File: src/rtl/crx_pkg.sv
package crx_pkg;

  typedef enum logic [2:0] {
    XK_NONE,
    XK_JUMP,
    XK_CALL,
    XK_RET,
    XK_RST
  } xfer_kind_e;

  typedef enum logic [2:0] {
    ST_IDLE,
    ST_OPR_LO,
    ST_OPR_HI,
    ST_PUSH_HI,
    ST_PUSH_LO,
    ST_POP_LO,
    ST_POP_HI,
    ST_FIN
  } xfer_state_e;

  localparam logic [7:0] OPC_JUMP  = 8'hC3;
  localparam logic [7:0] OPC_CALL  = 8'hCD;
  localparam logic [7:0] OPC_RET   = 8'hC9;
  localparam logic [7:0] RST_MASK  = 8'hC7;
  localparam logic [7:0] RST_MATCH = 8'hC7;

endpackage

File: src/rtl/crx_rst_sync.sv
module crx_rst_sync #(
  parameter int STAGES = 2
) (
  input  logic clk,
  input  logic rst_n,
  output logic rst_sync_n
);

  logic [STAGES-1:0] chain_q;

  always_ff @(posedge clk or negedge rst_n) begin
    if (!rst_n) chain_q <= '0;
    else        chain_q <= {chain_q[STAGES-2:0], 1'b1};
  end

  assign rst_sync_n = chain_q[STAGES-1];

endmodule

File: src/rtl/crx_decode.sv
module crx_decode
  import crx_pkg::*;
#(
  parameter int BYTE_W    = 8,
  parameter int VEC_SHIFT = 3,
  localparam int ADDR_W   = 2 * BYTE_W
) (
  input  logic [7:0]        opcode,
  output xfer_kind_e        kind,
  output logic [ADDR_W-1:0] vector
);

  always_comb begin
    kind = XK_NONE;
    if (opcode == OPC_JUMP)                     kind = XK_JUMP;
    else if (opcode == OPC_CALL)                kind = XK_CALL;
    else if (opcode == OPC_RET)                 kind = XK_RET;
    else if ((opcode & RST_MASK) == RST_MATCH)  kind = XK_RST;
  end

  // restart target: opcode field [5:3] scaled by the vector stride
  assign vector = {{(ADDR_W-3){1'b0}}, opcode[5:3]} << VEC_SHIFT;

endmodule

File: src/rtl/crx_seq.sv
module crx_seq
  import crx_pkg::*;
(
  input  logic        clk,
  input  logic        rst_n,
  input  logic        start,
  input  xfer_kind_e  kind_in,
  output xfer_state_e state,
  output xfer_kind_e  kind_q,
  output logic        busy,
  output logic        done
);

  xfer_state_e state_d;
  xfer_kind_e  kind_d;
  logic        kind_en;

  always_comb begin
    state_d = state;
    case (state)
      ST_IDLE: begin
        if (start) begin
          case (kind_in)
            XK_JUMP, XK_CALL: state_d = ST_OPR_LO;
            XK_RST:           state_d = ST_PUSH_HI;
            XK_RET:           state_d = ST_POP_LO;
            default:          state_d = ST_FIN;
          endcase
        end
      end
      ST_OPR_LO:  state_d = ST_OPR_HI;
      ST_OPR_HI:  state_d = (kind_q == XK_CALL) ? ST_PUSH_HI : ST_FIN;
      ST_PUSH_HI: state_d = ST_PUSH_LO;
      ST_PUSH_LO: state_d = ST_FIN;
      ST_POP_LO:  state_d = ST_POP_HI;
      ST_POP_HI:  state_d = ST_FIN;
      default:    state_d = ST_IDLE;
    endcase
  end

  assign kind_en = start && (state == ST_IDLE);
  assign kind_d  = kind_in;

  always_ff @(posedge clk or negedge rst_n) begin
    if (!rst_n) begin
      state  <= ST_IDLE;
      kind_q <= XK_NONE;
    end else begin
      state <= state_d;
      if (kind_en) kind_q <= kind_d;
    end
  end

  assign busy = (state != ST_IDLE);
  assign done = (state == ST_FIN);


  done_pulse_chk: assert property (@(posedge clk) disable iff (!rst_n)
    done |=> !done);


  busy_until_done_chk: assert property (@(posedge clk) disable iff (!rst_n)
    (busy && !done) |=> busy);

endmodule

File: src/rtl/crx_path.sv
module crx_path
  import crx_pkg::*;
#(
  parameter int BYTE_W  = 8,
  localparam int ADDR_W = 2 * BYTE_W
) (
  input  logic              clk,
  input  logic              rst_n,
  input  logic              load,
  input  xfer_state_e       state,
  input  xfer_kind_e        kind_q,
  input  logic [ADDR_W-1:0] pc_in,
  input  logic [ADDR_W-1:0] sp_in,
  input  logic [ADDR_W-1:0] vector,
  input  logic [BYTE_W-1:0] mem_rdata,
  output logic [ADDR_W-1:0] pc_q,
  output logic [ADDR_W-1:0] sp_q,
  output logic [ADDR_W-1:0] mem_addr,
  output logic              mem_rd,
  output logic              mem_wr,
  output logic [BYTE_W-1:0] mem_wdata
);

  localparam logic [ADDR_W-1:0] STEP1 = ADDR_W'(1);
  localparam logic [ADDR_W-1:0] STEP2 = ADDR_W'(2);

  logic [ADDR_W-1:0] pc_d, sp_d, tgt_q, tgt_d;
  logic [ADDR_W-1:0] pc_inc1, pc_inc2, sp_inc1, sp_inc2, sp_dec1, sp_dec2;
  logic              upd_en;

  assign pc_inc1 = pc_q + STEP1;
  assign pc_inc2 = pc_q + STEP2;
  assign sp_inc1 = sp_q + STEP1;
  assign sp_inc2 = sp_q + STEP2;
  assign sp_dec1 = sp_q - STEP1;
  assign sp_dec2 = sp_q - STEP2;

  always_comb begin
    pc_d  = pc_q;
    sp_d  = sp_q;
    tgt_d = tgt_q;
    if (load) begin
      pc_d  = pc_in;
      sp_d  = sp_in;
      tgt_d = vector;
    end else begin
      case (state)
        ST_OPR_LO: tgt_d[BYTE_W-1:0] = mem_rdata;
        ST_OPR_HI: begin
          if (kind_q == XK_CALL) begin
            tgt_d[ADDR_W-1:BYTE_W] = mem_rdata;
            pc_d = pc_inc2;
          end else begin
            pc_d = {mem_rdata, tgt_q[BYTE_W-1:0]};
          end
        end
        ST_PUSH_LO: begin
          sp_d = sp_dec2;
          pc_d = tgt_q;
        end
        ST_POP_LO: tgt_d[BYTE_W-1:0] = mem_rdata;
        ST_POP_HI: begin
          pc_d = {mem_rdata, tgt_q[BYTE_W-1:0]};
          sp_d = sp_inc2;
        end
        default: ;
      endcase
    end
  end

  assign upd_en = load || (state != ST_IDLE);

  always_ff @(posedge clk or negedge rst_n) begin
    if (!rst_n) begin
      pc_q  <= '0;
      sp_q  <= '0;
      tgt_q <= '0;
    end else if (upd_en) begin
      pc_q  <= pc_d;
      sp_q  <= sp_d;
      tgt_q <= tgt_d;
    end
  end

  always_comb begin
    mem_addr  = '0;
    mem_rd    = 1'b0;
    mem_wr    = 1'b0;
    mem_wdata = '0;
    case (state)
      ST_OPR_LO:  begin mem_addr = pc_q;    mem_rd = 1'b1; end
      ST_OPR_HI:  begin mem_addr = pc_inc1; mem_rd = 1'b1; end
      ST_POP_LO:  begin mem_addr = sp_q;    mem_rd = 1'b1; end
      ST_POP_HI:  begin mem_addr = sp_inc1; mem_rd = 1'b1; end
      ST_PUSH_HI: begin
        mem_addr  = sp_dec1;
        mem_wr    = 1'b1;
        mem_wdata = pc_q[ADDR_W-1:BYTE_W];
      end
      ST_PUSH_LO: begin
        mem_addr  = sp_dec2;
        mem_wr    = 1'b1;
        mem_wdata = pc_q[BYTE_W-1:0];
      end
      default: ;
    endcase
  end


  push_descend_chk: assert property (@(posedge clk) disable iff (!rst_n)
    (mem_wr && $past(mem_wr)) |-> (mem_addr == $past(mem_addr) - STEP1));


  read_ascend_chk: assert property (@(posedge clk) disable iff (!rst_n)
    (mem_rd && $past(mem_rd)) |-> (mem_addr == $past(mem_addr) + STEP1));


  idle_hold_chk: assert property (@(posedge clk) disable iff (!rst_n)
    ((state == ST_IDLE) && !load) |=> ($stable(pc_q) && $stable(sp_q)));

endmodule

File: src/rtl/crx_xfer_unit.sv
module crx_xfer_unit
  import crx_pkg::*;
#(
  parameter int BYTE_W    = 8,
  parameter int VEC_SHIFT = 3,
  localparam int ADDR_W   = 2 * BYTE_W
) (
  input  logic              clk,
  input  logic              rst_n,
  input  logic              start,
  input  logic [7:0]        opcode,
  input  logic [ADDR_W-1:0] pc_in,
  input  logic [ADDR_W-1:0] sp_in,
  output logic              busy,
  output logic              done,
  output logic [ADDR_W-1:0] pc_out,
  output logic [ADDR_W-1:0] sp_out,
  output logic [ADDR_W-1:0] mem_addr,
  output logic              mem_rd,
  output logic              mem_wr,
  output logic [BYTE_W-1:0] mem_wdata,
  input  logic [BYTE_W-1:0] mem_rdata
);

  logic              rst_int_n;
  logic              accept;
  xfer_kind_e        kind_dec, kind_q;
  xfer_state_e       state;
  logic [ADDR_W-1:0] vector;

  crx_rst_sync #(.STAGES(2)) u_rst (
    .clk       (clk),
    .rst_n     (rst_n),
    .rst_sync_n(rst_int_n)
  );

  crx_decode #(.BYTE_W(BYTE_W), .VEC_SHIFT(VEC_SHIFT)) u_dec (
    .opcode(opcode),
    .kind  (kind_dec),
    .vector(vector)
  );

  assign accept = start && !busy;

  crx_seq u_seq (
    .clk    (clk),
    .rst_n  (rst_int_n),
    .start  (accept),
    .kind_in(kind_dec),
    .state  (state),
    .kind_q (kind_q),
    .busy   (busy),
    .done   (done)
  );

  crx_path #(.BYTE_W(BYTE_W)) u_path (
    .clk      (clk),
    .rst_n    (rst_int_n),
    .load     (accept),
    .state    (state),
    .kind_q   (kind_q),
    .pc_in    (pc_in),
    .sp_in    (sp_in),
    .vector   (vector),
    .mem_rdata(mem_rdata),
    .pc_q     (pc_out),
    .sp_q     (sp_out),
    .mem_addr (mem_addr),
    .mem_rd   (mem_rd),
    .mem_wr   (mem_wr),
    .mem_wdata(mem_wdata)
  );


  mem_only_busy_chk: assert property (@(posedge clk) disable iff (!rst_int_n)
    (mem_rd || mem_wr) |-> busy);


  rd_wr_excl_chk: assert property (@(posedge clk) disable iff (!rst_int_n)
    !(mem_rd && mem_wr));

endmodule

File: config.mk
export PLATFORM = sky130hd
export DESIGN_NAME = crx_xfer_unit
export DESIGN_NICKNAME = d
export VERILOG_FILES = /design/src/rtl/crx_pkg.sv /design/src/rtl/crx_rst_sync.sv /design/src/rtl/crx_decode.sv /design/src/rtl/crx_seq.sv /design/src/rtl/crx_path.sv /design/src/rtl/crx_xfer_unit.sv
export SDC_FILE = /design/constraint.sdc
export NUM_CORES = 1
export LEC_CHECK = 0
export ABC_CLOCK_PERIOD_IN_PS = 5450
export BUFFER_PORTS_ARGS = -buffer_cell sky130_fd_sc_hd__buf_2
export CAP_MARGIN = 10
export CELL_PAD_IN_SITES_DETAIL_PLACEMENT = 1
export CELL_PAD_IN_SITES_GLOBAL_PLACEMENT = 2
export CORE_MARGIN = 4
export CORE_UTILIZATION = 32
export CTS_CLUSTER_SIZE = 16
export DETAILED_ROUTE_END_ITERATION = 8
export PLACE_DENSITY_LB_ADDON = 0.1
export SYNTH_ARGS = -nofsm -noshare
export SYNTH_HDL_FRONTEND = slang
export SYNTH_SLANG_ARGS = --single-unit
File: constraint.sdc
create_clock -name clk -period 5.45 [get_ports clk]
set_input_delay 1.09 -clock clk [delete_from_list [all_inputs] [get_ports clk]]
set_output_delay 1.09 -clock clk [all_outputs]
set_load 0.01 [all_outputs]
; After elaboration in Yosys (flattened, before gate mapping)
; Index checks and enable logic that the tools add are counted.
[classes]
addsub = 6
n_mul = 0
n_div = 0
order_cmp = 0
n_eq_ne = 17
shifts = 0
muxes = 21
bitwise_logic = 0
reduce_logical = 20
[ops]
columns = operator, n
row1 = $pmux W16 S6, 1
row2 = $mux W16, 4
row3 = $pmux W16 S3, 1
row4 = $add A16 B1 Y16 const B, 2
row5 = $add A16 B2 Y16 const B, 2
row6 = $pmux W16 S2, 1
row7 = $eq A8 B8 Y1 const B, 3
row8 = $mux W8, 3
row9 = $mux W3, 6
row10 = $pmux W3 S6, 1
row11 = $pmux W8 S2, 1
row12 = $sub A16 B1 Y16 const B, 1
row13 = $sub A16 B2 Y16 const B, 1
row14 = $eq A3 B2 Y1 const B, 5
row15 = $eq A3 B3 Y1 const B, 5
row16 = $pmux W3 S3, 1
row17 = $reduce_or A2 Y1, 4
row18 = $eq A3 B1 Y1 const B, 2
row19 = $reduce_and A2 Y1, 3
row20 = $reduce_bool A2 Y1, 3
row21 = $reduce_bool A3 Y1, 2
row22 = $eq A5 B5 Y1 const B, 1
row23 = $reduce_bool A4 Y1, 1
row24 = $reduce_or A4 Y1, 1
row25 = 7 further kinds, 9
[totals]
ff_bits = 56
latchBits = 0
ram_bits = 0
romBits = 0
in_bits = 51
output_inout_bits = 60
wordCells = 71
memories = 0

; Longest topological paths before layout
; Gate-level depths: netlist of the first run.
[depth]
ltp_word = 10
ltp_mapped = 12
ltp_nobuf = 9

; Cells and area by module
; From an unflattened synthesis of the first run, not the netlist that was laid out.
[unflattened]
cells_unflattened = 723
area_unflattened_um2 = 5489.0
[modules_own_cells]
columns = mod, n_inst, cells_per_inst, area_each_um2, seq_area_each_um2
row1 = crx_path, 1, 667, 4936.0, 1201.2
row2 = crx_seq, 1, 27, 305.3, 150.1
row3 = crx_decode, 1, 25, 180.2, 0.0
row4 = crx_rst_sync, 1, 3, 53.8, 50.0
row5 = crx_xfer_unit, 1, 1, 13.8, 0.0

; Worst setup path after synthesis of the first run
; No wires, ideal clock.
[synth_path]
path_kind = register to output
startpoint = register u_seq.state[0]
endpoint = output port mem_addr[12]
arrival_ns = 3.410
required_time_ns = 4.360
slack_ns = 0.950
stages_incl_launch_ff = 13
n_path_buf = 3
path_cell_list = dfrtp_1 > ha_1 > nor2b_1 > clkbuf_1 > clkbuf_1 > buf_1 > xnor2_1 > ha_1 > nor4_1 > nand4_1 > a32oi_1 > and3b_1 > o211ai_1
[synth_between]
elab_chain_cells = 2
elab_cells_between_ends = 7
cone_classes = eq/ne: 6 / mux: 1
[synth_rtl]
columns = element, line
row1 = from (decl), crx_seq.sv:8  ; output xfer_state_e state,
row2 = from (signal assigned), crx_seq.sv:49  ; state <= state_d;
row3 = $eq A3 B3 Y1 (tied with other cells), crx_path.sv:90  ; case (state)
row4 = $pmux W16 S6 *, crx_path.sv:90
row5 = to (decl), crx_xfer_unit.sv:18  ; output logic [ADDR_W-1:0] mem_addr,
; Every way passes the cells marked *; elsewhere a longest branch is shown, timed or not.

; Final worst setup path of the first run
; Same ends and word-level chain as after synthesis.

==> results of run 1 <==
-- report_power, final --
group          total (W)  switching (W)  internal, W
Clock           0.000369       0.000194     0.000175
Combinational    0.00257        0.00157     0.000999
Sequential       0.00108       0.000506     0.000572
Total            0.00402        0.00227      0.00175
-- synth_stat cells, types with 11 or more instances --
library cell / number / area (um^2)
nand4_1: 27 / 168.9
inv_1: 12 / 45.04
dfrtp_1: 56 / 1401
o22ai_1: 11 / 68.82
o21ai_0: 53 / 265.3
xnor2_1: 25 / 219.0
nor2_1: 45 / 168.9
nand3_1: 32 / 160.2
nor3_1: 17 / 85.08
xor2_1: 15 / 131.4
clkbuf_1: 65 / 244.0
o211ai_1: 12 / 90.09
a21oi_1: 56 / 280.3
nand2_1: 93 / 349.1
-- final timing paths --
path	startpoint	end	slack, ps
worst min register to register	u_rst.chain_q[0]	u_rst.chain_q[1]	360
worst max register to register	u_seq.state[1]	u_path.pc_q[1]	1960
worst min-delay path	u_rst.chain_q[0]	u_rst.chain_q[1]	360
worst max-delay path	u_seq.state[0]	mem_addr[12]	1140
min in group asynchronous	u_rst.chain_q[1]	u_path.tgt_q[15]	420
max in group asynchronous	u_rst.chain_q[1]	u_path.sp_q[1]	4480
-- layer usage --
metal	GRT usage [%]	share of wire (%)	wire length [um]
met1	36.91	49	11870
met2	38.00	45	10970
met3	3.724	4.6	1108
met4	5.252	1.2	299
met5	0	0	0
-- kinds of logic after synthesis --
kind of cell,count (synthesis),share of synthesized area (%)
AND/OR/NAND/NOR,290,27.17
multiplexers,13,2.499
flip-flops,56,25.68
AO/OA/AOI/OAI,235,29.08
adder cells (fa/ha/maj),10,2.293
XOR/XNOR,40,6.421
other,1,0.06873
buffers and inverters,93,6.787
-- per-stage QoR --
step / util [%] / cell area, um^2
after floorplan: - / 5456
after global placement: 36.61 / 6092
after detailed placement: 36.61 / 6092
after CTS: 37.52 / 6243
after global routing: 37.52 / 6243
final: 37.52 / 6243
-- flip-flops by register name, indices dropped and copies added, names as in the netlist --
signal and count:
u_path.pc_q 16, u_path.sp_q 16, u_path.tgt_q 16, u_rst.chain_q 2
u_seq.kind_q 3, u_seq.state 3
-- placed cells by master (no fill, tap or decap), types with 6 or more instances in the layout --
cell type	netlist	layout
buf_2	3	110
nand2_1	93	93
a21oi_1	56	56
dfrtp_1	56	55
o21ai_0	53	53
nor2_1	45	45
nand3_1	32	32
nand4_1	27	27
xnor2_1	25	25
nor3_1	17	17
buf_4	0	17
xor2_1	15	15
inv_1	12	12
o211ai_1	12	12
o22ai_1	11	11
ha_1	10	10
a21o_1	9	9
a211oi_1	9	9
nand2b_1	8	8
nand3b_1	8	8
a221o_1	8	8
mux2i_1	8	8
nor4_1	8	8
and4_1	8	8
and2_1	8	8
a221oi_1	7	7
and3_1	7	7
a22o_1	7	7
nor2b_1	7	6
o221ai_1	6	6
a31oi_1	6	6
a32o_1	6	6
-- worst max-delay path, stage by stage, from the launching register on --
cell and delay (ps):
dfrtp_1 440, ha_1 260, nor2b_2 190, xnor2_1 150
ha_1 270, nor4_1 400, buf_4 230, nand4_1 170
a32oi_1 260, and3b_1 200, o211ai_1 130, buf_2 190
-- cell type report --
type                       count  area, um^2
fill                        2086       10400
timing repair buffer         127       678.2
clock buffer                   5       125.1
sequential                    56        1403
multi-input combinational    589        3687
inverter                      13       48.80
tap                          220       275.3
clock inverter                 3       26.28
==> reports/summary.txt, run 1 <==
Via-to-Cell Ratio -> 6.050
WL/cell -> 23.94 um
crit share post-route -> 79.12%
P_leak -> 2.467 nW
largest net degree at the start of global routing -> 55
clk buf depth -> 2
Worst Setup End Kind -> output port
VDD IR max -> 347.3 uV
Placed Cells -> 1,005
initial antenna violation count -> 0
area grow syn2layout -> 14.42%
grt ovf -> 0
CTS Sinks -> 56
synthesized instance count -> 738
post-synth net total -> 799
Power, Total -> 0.004019 W
Top Ports -> 111
min-delay worst type -> reg2reg
DIE AREA -> 19,200 um^2
post-route minimum period -> 4312 ps
number of buffers added on ports -> 110
Chip Height -> 138.6 um
number of synthesized register bits -> 56
Tightest Pin Transition -> 1286 ps
Clock transition at path regs -> 90 ps
Final Max Slew Viols -> 0
worst hold stages -> 0
Final WS setup -> 1138 ps
Max Clock Freq -> 231.9 MHz
Max FO, Critical Path -> 7
Mapped Avg Cell Area -> 7.394 um^2
Root Driver -> clkbuf_16
Nets -> 853
Pwr Density -> 643.7 nW/um^2
CP startpoint kind -> register
vias in the first global route -> 6,315
setup TNS -> 0 ps
Initial Util -> 32.79%
overall routing resource usage -> 24.77%
clk_lat worst skew -> 320 ps
cts repair resizes -> 0
worst hold slack -> 362.4 ps
# setup viols final -> 0
1st-iter DRT viols -> 433
TritonCTS clock tree -> yes
htree depth -> 2
WP data required -> 4360 ps
# Max-Cap Violations -> 0
pre-CTS WS -> 1543 ps
Top FF cell, synth -> dfrtp_1
standard-cell rows -> 47
core area -> 16,640 um^2
status -> finished, final reports clean
routability cong. -> 0.9109
HPWL reported at the end of detailed placement -> 17.37 mm
Worst Clk Skew -> 14.77 ps
Final ANT Viol Nets -> 0
Synth Warn # -> 0
Post-Route WL -> 24.25 mm
DR vias -> 6,129
post-synthesis instance area -> 5456 um^2
fraction of registers with async set/reset -> 100.0%
post-route insts no fill -> 1,013
router iterations before antenna repair -> 5
RSZ-0062 raised after global routing -> false
sequential fraction of the synthesis area -> 25.68%
share of cells above drive strength 1 -> 19.42%
Remaining DRCs -> 0
CTS buffer count -> 5
Fin. Hold Viols -> 0
first-pass GRT wire length -> 37.89 mm
CTS Hold Buffers Added -> 0
die span in x -> 138.6 um
r2r worst-path depth -> 7
ANT cells -> 0
post-CTS setup buffers -> 0
Synth cell types -> 70
number of synthesized flops with an enable pin -> 0
WP data arrival -> 3220 ps
Slew HR -> 14.28%
Crit Path Category -> reg2out
(Power assumes the default switching activity.)
==> run 2, diff against run 1 <==
--- a/config.mk
+++ b/config.mk
@@ -5,7 +5,7 @@
 export SDC_FILE = /design/constraint.sdc
 export NUM_CORES = 1
 export LEC_CHECK = 0
-export ABC_CLOCK_PERIOD_IN_PS = 5450
+export ABC_CLOCK_PERIOD_IN_PS = 4200
 export BUFFER_PORTS_ARGS = -buffer_cell sky130_fd_sc_hd__buf_2
 export CAP_MARGIN = 10
 export CELL_PAD_IN_SITES_DETAIL_PLACEMENT = 1
==> constraint.sdc (replaced) <==
create_clock -name clk -period 4.2 [get_ports clk]
set_input_delay 0.84 -clock clk [delete_from_list [all_inputs] [get_ports clk]]
set_output_delay 0.84 -clock clk [all_outputs]
set_load 0.01 [all_outputs]
==> run 2 against run 1 <==
Against the previous run:
- utilization grew 0.38 points
- non-clock buffer count grew 7
- cell area grew 1.0%
- via count grew 0.60%
- die area is the same
- critical path type unchanged
- register-to-register slack lost 1000 ps
- setup slack lost 1000 ps
- critical path depth shrank 4
- sequential share of layout area shrank 0.23 points
- sequential cell count is the same
- critical endpoint is now mem_addr[13]
- largest cell class unchanged
- global-route usage grew 0.55 points
- hold slack lost 84 ps
==> reports/summary.txt, run 2 (synthesized netlist as in run 1, its figures left out) <==
status -> finished, final reports clean
most frequent cells in the layout -> buf_2 (110), nand2_1 (93), a21oi_1 (56)
grt ovf -> 0
standard-cell rows -> 47
final-layout fill cell count -> 2,109
routability cong. -> 0.9090
Register Area -> 1403 um^2
CTS Sinks -> 56
TritonCTS clock tree -> yes
clk buf depth -> 2
core area -> 16,640 um^2
Pwr Density -> 845.4 nW/um^2
die span in x -> 138.6 um
min-delay worst type -> in2async
WP data arrival -> 3230 ps
Final Max Slew Viols -> 0
Int Pwr -> 0.002315 W
HPWL reported at the end of detailed placement -> 17.92 mm
DR vias -> 6,166
clk_lat worst skew -> 320 ps
Clk pwr share -> 9.3%
WL/cell -> 24.10 um
Top Ports -> 111
Seq pwr share -> 25.2%
number of buffers added on ports -> 110
switching power share of the total -> 56.59%
Worst Setup End Kind -> output port
P_leak -> 2.509 nW
slowest stage delay, CP -> 640 ps
post-CTS setup buffers -> 0
CP startpoint kind -> register
RSZ-0062 raised after global routing -> false
largest registers -> u_path.pc_q (16), u_path.sp_q (16), u_path.tgt_q (16)
pre-CTS WS -> 582.6 ps
share of cells above drive strength 1 -> 20.38%
Slew HR -> 39.27%
Chip Height -> 138.6 um
Remaining DRCs -> 0
setup TNS -> 0 ps
post-route minimum period -> 4074 ps
first-pass GRT wire length -> 38.79 mm
# setup viols final -> 0
crit-path cells -> ha_1 > nand4_1 > nor4_1 > mux2_2 > a32oi_1 > or4_1 > buf_2
Sw Pwr -> 0.003017 W
CP top delay family -> simple AND/OR/NAND/NOR gates
Max Clock Freq -> 245.4 MHz
Final ANT Viol Nets -> 0
Slowest-stage cell, CP -> dfrtp_1
area grow syn2layout -> 15.59%
Fin. Hold Viols -> 0
worst hold slack -> 278.6 ps
Worst Clk Skew -> 14.23 ps
vias in the first global route -> 6,364
Initial Util -> 32.79%
ANT cells -> 0
footprint of the multi-input gates -> 3696 um^2
overall routing resource usage -> 25.31%
crit share post-route -> 97.01%
most common cell after layout, fill and taps aside -> buf_2
Root Driver -> clkbuf_16
Crit Path Category -> reg2out
Buf+Inv Stages, Crit Path -> 1
WP data required -> 3360 ps
Final WS setup -> 125.6 ps
initial antenna violation count -> 0
Comb pwr share -> 65.4%
largest net degree at the start of global routing -> 55
VDD IR max -> 337.9 uV
htree depth -> 2
# Max-Cap Violations -> 0
Tightest Pin Transition -> 907.5 ps
Post-Route WL -> 24.58 mm
Via-to-Cell Ratio -> 6.045
router iterations before antenna repair -> 5
Max FO, Critical Path -> 14
DIE AREA -> 19,200 um^2
Clock transition at path regs -> 90 ps
1st-iter DRT viols -> 392
Nets -> 860
CTS buffer count -> 5
[run 2: changes by cell type in the layout (fill, tap and decap cells not counted), sizes merged]
cell      change
buf           +7
inv           +2
clkinvlp      -2
[run 2: path summary, 6_finish.rpt]
kind	endpoint	depth (start not counted)	slack [ps]	startpoint
max reg2reg	u_path.pc_q[13]	8	920	u_seq.state[1]
min in group clk	u_rst.chain_q[1]	0	360	u_rst.chain_q[0]
min reg2reg	u_rst.chain_q[1]	0	360	u_rst.chain_q[0]
max in group asynchronous	u_path.sp_q[5]	1	3250	u_rst.chain_q[1]
max	mem_addr[13]	7	130	u_path.pc_q[1]
min	u_rst.chain_q[1]	1	280	rst_n
[run 2: power by group through the flow]
| stage | combinational, W | clock, W | sequential (W) |
|---|---|---|---|
| finish | 0.00349 | 0.000497 | 0.00135 |
| global route | 0.00382 | 0.000530 | 0.00139 |
| CTS | 0.00349 | 0.000510 | 0.00133 |
| detailed placement | 0.00348 | 0 | 0.00134 |
| global placement | 0.00342 | 0 | 0.00133 |
| floorplan | 0.00244 | 0 | 0.000986 |
[run 2: cell type report]
cell class,instances,area share (%)
Clock inverter,3,0.4563
Clock buffer,5,1.984
Sequential cell,56,22.24
Multi-Input combinational cell,589,58.60
Inverter,13,0.7737
Tap cell,220,4.364
Timing Repair Buffer,134,11.59
[run 2: worst register-to-register path: stages, from the launching register on]
cell and delay [ps]:
dfrtp_1 440, inv_1 150, ha_1 370, buf_4 340, o21a_1 700, o21ai_0 290, a221oi_1 550, a21oi_1 140
a21o_1 180
[run 2: layer usage]
metal  global-route usage [%]  vias up  wire length [um]
met2                    38.67      193             10850
met5                        0        -                 0
met4                    4.784        0               331
met3                    4.172       25              1308
li1                         -     2853                 -
met1                    37.89     3095             12090
[run 2: through the flow]
step	utilization, %	total power, W	instances	area (um^2)
final	37.90	0.005332	1020	6307
after global routing	37.90	0.005744	1020	6307
after CTS	37.88	0.005332	1020	6305
after detailed placement	36.96	0.004814	1012	6151
after global placement	36.96	0.004751	1012	6151
after floorplan	-	0.003424	738	5463
[run 2: timing repair]
item                                    in CTS  in global routing
resized for setup                            0                  1
endpoints found under the setup margin       0                  2
hold buffers                                 0                  0
==> run 3, diff against run 2 <==
--- a/config.mk
+++ b/config.mk
@@ -10,11 +10,12 @@
 export CAP_MARGIN = 10
 export CELL_PAD_IN_SITES_DETAIL_PLACEMENT = 1
 export CELL_PAD_IN_SITES_GLOBAL_PLACEMENT = 2
-export CORE_MARGIN = 4
 export CORE_UTILIZATION = 32
 export CTS_CLUSTER_SIZE = 16
 export DETAILED_ROUTE_END_ITERATION = 8
+export GPL_TIMING_DRIVEN = 0
 export PLACE_DENSITY_LB_ADDON = 0.1
 export SYNTH_ARGS = -nofsm -noshare
 export SYNTH_HDL_FRONTEND = slang
+export SYNTH_HIERARCHICAL = 1
 export SYNTH_SLANG_ARGS = --single-unit
==> run 3 against run 2 <==
Against the previous run:
- global-route usage increased by 2.5 points
- first-iteration DRC count increased by 16%
- sequential cell count unchanged
- area after synthesis increased by 0.60%
- register-to-register slack gained 110 ps
- setup slack improved by 10 ps
- maximum frequency is 0.25% higher
- clock skew down 7.1 ps
- total power up 2.3%
- cell area up 4.7%
- largest cell class unchanged
- highest routed layer unchanged
==> reports/summary.txt, run 3 <==
r2r worst-path depth -> 6
P_leak -> 2.695 nW
Remaining DRCs -> 0
routability cong. -> 0.8938
Sw Pwr -> 0.003012 W
Worst Clk Skew -> 7.085 ps
vias in the first global route -> 6,344
router iterations before antenna repair -> 5
Initial Util -> 32.98%
pre-CTS WS -> -988.0 ps
sequential fraction of the synthesis area -> 25.53%
post-route insts no fill -> 1,073
most common cell in the netlist -> nand2_1
Final Max Slew Viols -> 0
Final WS setup -> 135.6 ps
# Max-Cap Violations -> 0
most frequent cells in the layout -> buf_2 (115), nand2_1 (84), o21ai_0 (65)
Mapped Avg Cell Area -> 7.592 um^2
Fin. Hold Viols -> 0
post-synthesis instance area -> 5489 um^2
final-layout fill cell count -> 2,102
clk buf depth -> 2
CTS Sinks -> 56
Chip Height -> 133.0 um
Pwr Density -> 825.7 nW/um^2
Comb pwr share -> 71.1%
standard-cell rows -> 47
min-delay worst type -> reg2async
WL/cell -> 22.19 um
Tightest Pin Transition -> 1121 ps
Clock transition at path regs -> 80 ps
Final ANT Viol Nets -> 0
Post-Route WL -> 23.81 mm
CTS buffer count -> 5
ANT cells -> 0
Max Clock Freq -> 246.0 MHz
Nets -> 908
Clk pwr share -> 8.7%
Placed Cells -> 1,066
Power, Total -> 0.005454 W
Seq pwr share -> 20.2%
Int Pwr -> 0.002442 W
HPWL reported at the end of detailed placement -> 18.44 mm
WP data required -> 3360 ps
Slew HR -> 23.31%
leading area contributor after synthesis -> dfrtp_1
post-route minimum period -> 4064 ps
DR vias -> 6,170
Synth Warn # -> 6
Via-to-Cell Ratio -> 5.750
most common cell after layout, fill and taps aside -> buf_2
largest registers -> u_path/pc_q (16), u_path/sp_q (16), u_path/tgt_q (16)
synth top area cells -> dfrtp_1 (26%), xnor2_1 (6.2%), o21ai_0 (5.9%), nand2_1 (5.7%), mux2i_1 (4.4%)
WP data arrival -> 3220 ps
area grow syn2layout -> 20.33%
first-pass GRT wire length -> 37.75 mm
flop2flop setup slack -> 1030 ps
number of synthesized flops with an enable pin -> 0
launch point of the critical path -> u_path/sp_q[2]
VDD IR max -> 283.5 uV
synthesized instance count -> 723
top cell type's share of synthesized area -> 25.53%
Worst Setup End Kind -> output port
grt ovf -> 0
Top Ports -> 111
worst setup path endpoint -> mem_addr[15]
r2r startpoint -> u_seq/state[1]
overall routing resource usage -> 27.77%
crit share post-route -> 96.77%
Root Driver -> clkbuf_16
# setup viols final -> 0
number of buffers added on ports -> 110
share of cells above drive strength 1 -> 22.39%
Synth cell types -> 70
initial antenna violation count -> 0
clk_lat worst skew -> 320 ps
largest net degree at the start of global routing -> 40
htree depth -> 2
Crit Path Category -> reg2out
status -> finished, final reports clean
1st-iter DRT viols -> 455
CP startpoint kind -> register
fraction of registers with async set/reset -> 100.0%
Max FO, Critical Path -> 10
die span in x -> 133.0 um
FF-to-FF End -> u_path/pc_q[9]
switching power share of the total -> 55.23%
Synth top cells by count -> nand2_1 (84), o21ai_0 (65), nor2_1 (63), clkbuf_1 (56), dfrtp_1 (56)
TritonCTS clock tree -> yes
RSZ-0062 raised after global routing -> false
core area -> 16,640 um^2
Top FF cell, synth -> dfrtp_1
number of synthesized register bits -> 56
DIE AREA -> 17,680 um^2
## run 3: changes by cell type after synthesis, sizes merged, moves of 8 or more
cell,before,now
a21oi,56,30
buf,13,32
nor2,45,64
mux2,5,21
mux2i,8,24
nand4,27,11
xnor2,25,39
o21ai,53,66
clkbuf,67,56
a22oi,5,15
a211oi,10,1
o211ai,12,3
nand2,93,85
## run 3: cell type report
type | count | area (um^2) | share of cell area [%]
multi-input cells | 582 | 3731 | 56.49
flip-flops and latches | 56 | 1405 | 21.27
repair buffers | 114 | 593.1 | 8.979
plain buffers | 84 | 409.1 | 6.194
well taps | 220 | 275.3 | 4.167
clock buffers | 6 | 138.9 | 2.103
inverters | 9 | 33.78 | 0.5115
clock inverters | 2 | 18.77 | 0.2841
## run 3: kinds of logic (layout without fill, tap and decap cells)
kind of cell	after synthesis	in the layout	share of synthesized area, %
compound gates	186	186	22.07
fa+ha+maj	5	5	1.140
xor+xnor	54	54	8.616
flops	56	56	25.53
other cells	2	14	0.1368
buf+inv	97	215	8.160
simple gates	278	278	25.46
mux	45	45	8.890
## run 3: worst min-delay path by stage
stage | startpoint | to | slack [ps]
after floorplan | u_rst/chain_q[0] | u_rst/chain_q[1] | 330
final | u_rst/chain_q[1] | u_path/sp_q[1] | 220
after global placement | u_rst/chain_q[0] | u_rst/chain_q[1] | 340
after global routing | u_rst/chain_q[1] | u_path/sp_q[12] | 260
after CTS | u_rst/chain_q[1] | u_path/sp_q[12] | 240
after detailed placement | u_rst/chain_q[1] | u_path/sp_q[12] | 240
## run 3: worst max-delay path, stage by stage (launching register included)
cell	delay, ps
dfrtp_1	440
buf_2	230
inv_2	140
ha_4	190
or4b_4	470
buf_6	170
nand4b_4	230
or3_1	360
o31ai_1	260
a2111oi_2	90
o21ai_1	160
buf_2	170
## run 3: stage by stage
stage / instance area [um^2] / hold slack [ps] / setup TNS, ps / util, %
after global placement: 6360 / 337.6 / -2820 / 38.22
after global routing: 6605 / 258.6 / 0 / 39.69
after detailed placement: 6381 / 236.8 / -2887 / 38.34
after floorplan: 5534 / 331.2 / 0 / -
final: 6605 / 218.3 / 0 / 39.69
after CTS: 6595 / 243.9 / 0 / 39.63
## run 3: per-layer routing
metal  up-vias  part of all wire (%)  routed length (um)  track usage (%)
met4         0                   2.2                 522            8.110
met5         -                     0                   0                0
met1      3098                    48               11400            40.16
met3        29                   5.8                1377            3.908
met2       201                    44               10510            42.50
li1       2842                     -                   -                -
## run 3: power groups by stage
| stage | registers [W] | clock network [W] | logic (W) |
|---|---|---|---|
| floorplan | 0.00107 | 0 | 0.00237 |
| global placement | 0.00109 | 0 | 0.00371 |
| detailed placement | 0.00110 | 0 | 0.00376 |
| CTS | 0.00110 | 0.000495 | 0.00381 |
| global route | 0.00114 | 0.000513 | 0.00420 |
| finish | 0.00110 | 0.000477 | 0.00388 |
## run 3: what timing repair did
item / in CTS / in global routing
gates resized for setup: 13 / 6
endpoints found under the setup margin: 11 / 6
pin swaps: 0 / 1
hold buffers: 0 / 0
buffers inserted: 3 / 0
